## config.mk

```make
export PLATFORM = sky130hd
export DESIGN_NAME = sram_wr_ctrl
export DESIGN_NICKNAME = d
export VERILOG_FILES = /design/src/rtl/sram_model_pkg.sv /design/src/rtl/sram_wr_ctrl.sv
export SDC_FILE = /design/constraint.sdc
export NUM_CORES = 1
export LEC_CHECK = 0
export BUFFER_PORTS_ARGS = -buffer_cell sky130_fd_sc_hd__buf_4
export CORE_MARGIN = 2
export CORE_UTILIZATION = 44
export DETAILED_ROUTE_END_ITERATION = 8
export PLACE_DENSITY_LB_ADDON = 0.12
export SLEW_MARGIN = 25
export SYNTH_ARGS = -nofsm -noshare
export SYNTH_HDL_FRONTEND = slang
export SYNTH_SLANG_ARGS = --single-unit
```

## constraint.sdc

```tcl
create_clock -name clk_i -period 0.9 [get_ports clk_i]
set_input_delay 0.045 -clock clk_i [delete_from_list [all_inputs] [get_ports clk_i]]
set_output_delay 0.045 -clock clk_i [all_outputs]
set_load 0.005 [all_outputs]
```

## src/rtl/sram_model_pkg.sv

```systemverilog
package sram_model_pkg;
  localparam int unsigned LANE_W = 8;
  localparam int unsigned LANES  = 2;
  localparam int unsigned DATA_W = LANE_W * LANES;

  typedef struct packed {
    logic sel;     // chip active, lane(s) enabled, no mode error
    logic wr;
    logic rd;
    logic byte_m;
    logic err;
  } acc_t;
endpackage

```

## src/rtl/sram_wr_ctrl.sv

```systemverilog
module sram_wr_ctrl
  import sram_model_pkg::*;
#(
  parameter int unsigned ADDR_W = 6
) (
  input  logic              clk_i,
  input  logic              rst_ni,
  input  logic              wr_i,
  input  logic [ADDR_W-1:0] addr_i,
  input  logic [DATA_W-1:0] data_i,
  input  logic [LANES-1:0]  be_i,
  output logic              commit_o,
  output logic [ADDR_W-1:0] addr_o,
  output logic [DATA_W-1:0] data_o,
  output logic [LANES-1:0]  be_o
);
  logic act_q;

  // track latest values while the window is open; commit when it closes
  always_ff @(posedge clk_i or negedge rst_ni) begin
    if (!rst_ni) begin
      act_q  <= 1'b0;
      addr_o <= '0;
      data_o <= '0;
      be_o   <= '0;
    end else begin
      act_q <= wr_i;
      if (wr_i) begin
        addr_o <= addr_i;
        data_o <= data_i;
        be_o   <= be_i;
      end
    end
  end

  assign commit_o = act_q && !wr_i;

  a_r5_commit_after_window: assert property (@(posedge clk_i) disable iff (!rst_ni)
    commit_o |-> $past(wr_i));
  a_r5_commit_has_lane: assert property (@(posedge clk_i) disable iff (!rst_ni)
    commit_o |-> (be_o != '0));
endmodule

```

==> summary.txt <==
Run status
  • Violated checks: setup timing
  • Status: finished with violations

Layout
  • Seq. cell area: 626 µm²
  • Final #Nets: 167
  • Post-route insts no fill: around 170
  • Commonest non-fill, non-tap cell in the layout: buf_4
  • Filler cells: ~130
  • Layout cells sized above 1: 0.619
  • Area of the multi-input gates: 348 µm²
  • Most frequent cells in the layout: buf_4, dlygate4sd3_1, dfrtp_1, buf_6, mux2_4
  • Fin util: 0.838
  • Diode count: 0
  • Area delta synth->final: 80.8%

Floorplanning
  • IO Pins: 52
  • Chip width: roughly 52 µm
  • DIE AREA: 2730 µm²
  • Core Box Area: between 2000 and 2500 µm²
  • Row count: 17
  • Initial core utilization: 0.463
  • Chip height: 52.3 µm

STA
  • Final worst slack: -69.7 ps
  • Worst slew pin tran: about 310 ps
  • Hold_ws: just under 90 ps
  • Peak Freq: ~1000 MHz
  • Min Tclk post-route: roughly 970 ps
  • RSZ-0062 raised after global routing: yes
  • Slew HR: 0.794
  • Pins Over Slew Limit: 0
  • Hold Violations, Final: 0
  • Tcrit/Tclk final: 1.08
  • Setup Skew: 0 ps
  • Final setup fails: 6
  • Setup total negative slack: -120 ps

Hold path
  • Min-Delay Path Class: input pin to flip-flop
  • Hold path depth: 2
  • Min-delay src: wr_i
  • Worst Hold Path EP: addr_o[2]$_DFFE_PN0P_

Power
  • Overall power: 2510 µW
  • Peak supply drop: between 1 and 1.5 mV
  • Power Density: around 1400 nW/µm²
  • Leak: 0.000917 µW

Clock network
  • TritonCTS clock tree: done
  • Clock Path Buffers: 2
  • CTS root buf: clkbuf_4
  • CTS Sinks: 25
  • Clk slew on worst S/H paths: approximately 130 ps
  • CTS buffer count: 3
  • H-Tree Depth: 1
  • Skew-Pair Late Insertion Delay: approximately 300 ps

Worst setup path
  • Worst Path Arrival: about 900 ps
  • Critical Path Source Type: flip-flop
  • Critical setup path kind: flip-flop to primary output
  • Reg2reg start: data_o[3]$_DFFE_PN0P_
  • Worst path max stage delay: 380 ps
  • RR Endpoint: data_o[3]$_DFFE_PN0P_
  • Crit-path max FO: 1
  • FF-to-FF setup slack: -20 ps
  • Slowest-stage cell, CP: dfrtp_1
  • Crit. End Element: primary output
  • Worst path required time: approximately 850 ps
  • Cells along the critical path: nor2b_1 > buf_4
  • Reg2reg path depth: 2

Routing
  • Number of detailed-route iterations in the first pass: 1
  • Total wire length: around 2400 µm
  • Met3 WL: 101 µm
  • Top sig layer: met4
  • Via count: 759
  • Antenna-violating nets left: 0
  • Metal-1 WL: just over 900 µm
  • Avg WL per Cell: about 14 µm
  • Wire length on met2: roughly 1300 µm
  • Post-route DRC: 0
  • Via density: between 4 and 5
  • DRT iter0 DRCs: 0

GRT
  • Vias in the first global route: just under 800
  • Largest net degree at the start of global routing: 26
  • First-pass GRT wire length: 3580 µm
  • Initial antenna violation count: 0
  • Gr usage total: 0.185
  • Total congestion overflow: 0

Logic synthesis
  • Synth Area in XOR/XNOR: 0
  • Mux share of post-synthesis cell area: 0.333
  • Synth Net Count: 80
  • Synth Area in Adders: 0
  • Synth Instances: 53
  • Synth Area in Simple Gates: 0.00611
  • Post-synthesis sequential area ratio: 0.611
  • Complex-gate fraction of the synthesized area: 0
  • Number of library cell types mapped by synthesis: 6
  • Main combinational cell family by area after synthesis: multiplexers
  • Post-synthesis register bit count: 25
  • Synth area leader: dfrtp_1
  • Synth warn: 0
  • Avg Cell Area, Syn: between 15 and 20 µm²
  • Top cell type's share of synthesized area: 0.611
  • Largest cells by area after synthesis: dfrtp_1, mux2_4, mux2_2, buf_12, buf_6
  • Synth Cell Area: roughly 1000 µm²

Placement
  • Cell Count Post-Placement: 131
  • Placer Congestion: between 0.6 and 0.7
  • Number of I/O port buffers: between 50 and 60
  • Post-DP HPWL: around 1400 µm

Flow run
  • Max cap viols: 0
## logic make-up (layout without fill, tap and decap cells)
group                  after synthesis  count (layout)
DFF                                 25              25
muxes                               24              24
buffers and inverters                3              89
and+or+nand+nor                      1               1
## how the worst max path moves through the flow
| stage | from | to | slack [ps] | cells past startpoint |
|---|---|---|---|---|
| 4_1_cts | act_q$_DFF_PN0_ | commit_o | -90 | 2 |
| 3_5_place_dp | wr_i | data_o[2]$_DFFE_PN0P_ | 100 | 3 |
| 6_report | act_q$_DFF_PN0_ | commit_o | -70 | 2 |
| 5_1_grt | act_q$_DFF_PN0_ | commit_o | -140 | 2 |
| 2_1_floorplan | addr_o[4]$_DFFE_PN0P_ | addr_o[4]$_DFFE_PN0P_ | 150 | 1 |
| 3_3_place_gp | wr_i | be_o[0]$_DFFE_PN0P_ | 110 | 3 |
## report_power, final
part	switching (µW)	total (µW)	leakage (µW)	internal [µW]
Sequential	84.5	1320	0.000292	1230
Combinational	183	714	0.000609	531
Clock	307	479	0.0000150	173
## per-layer routing
layer,global-route usage,vias up
met3,0.0286,6
met4,0.0940,0
met2,0.325,29
li1,-,352
met1,0.218,372
met5,0,-
## stage by stage
step,setup slack (ps),area (µm²)
global placement,113,1430
CTS,-93.5,1750
global route,-139,1850
floorplan,152,1020
finish,-69.7,1850
detailed placement,103,1430
## critical path: cells and delay by family (launching register included)
family / cells / cell delay [ps]
buffers and inverters: 1 / 130
DFF: 1 / 380
and+or+nand+nor: 1 / 120
## sequential cells by signal, indices dropped and copies added, names as in the netlist
| register | flops |
|---|---|
| be_o | 2 |
| data_o | 16 |
| act_q | 1 |
| addr_o | 6 |
## cell type report
class                      instances  area share
sequential                        25       0.338
multi-input combinational         25       0.188
clock buffer                       4      0.0142
tap                               28      0.0189
timing repair buffer              85       0.442
## timing repair
| item | CTS | global route |
|---|---|---|
| endpoints found under the hold margin | 50 | 0 |
| hold buffers | 26 | 0 |
| setup buffers | 0 | 6 |
| resized for setup | 9 | 15 |
| setup endpoints to repair | 10 | 25 |
## synthesized netlist by cell type
master,instances
mux2_2,5
dfrtp_1,25
mux2_4,19
buf_6,1
buf_12,2
nor2b_1,1
No activity file was read; power rests on OpenSTA's default activity.
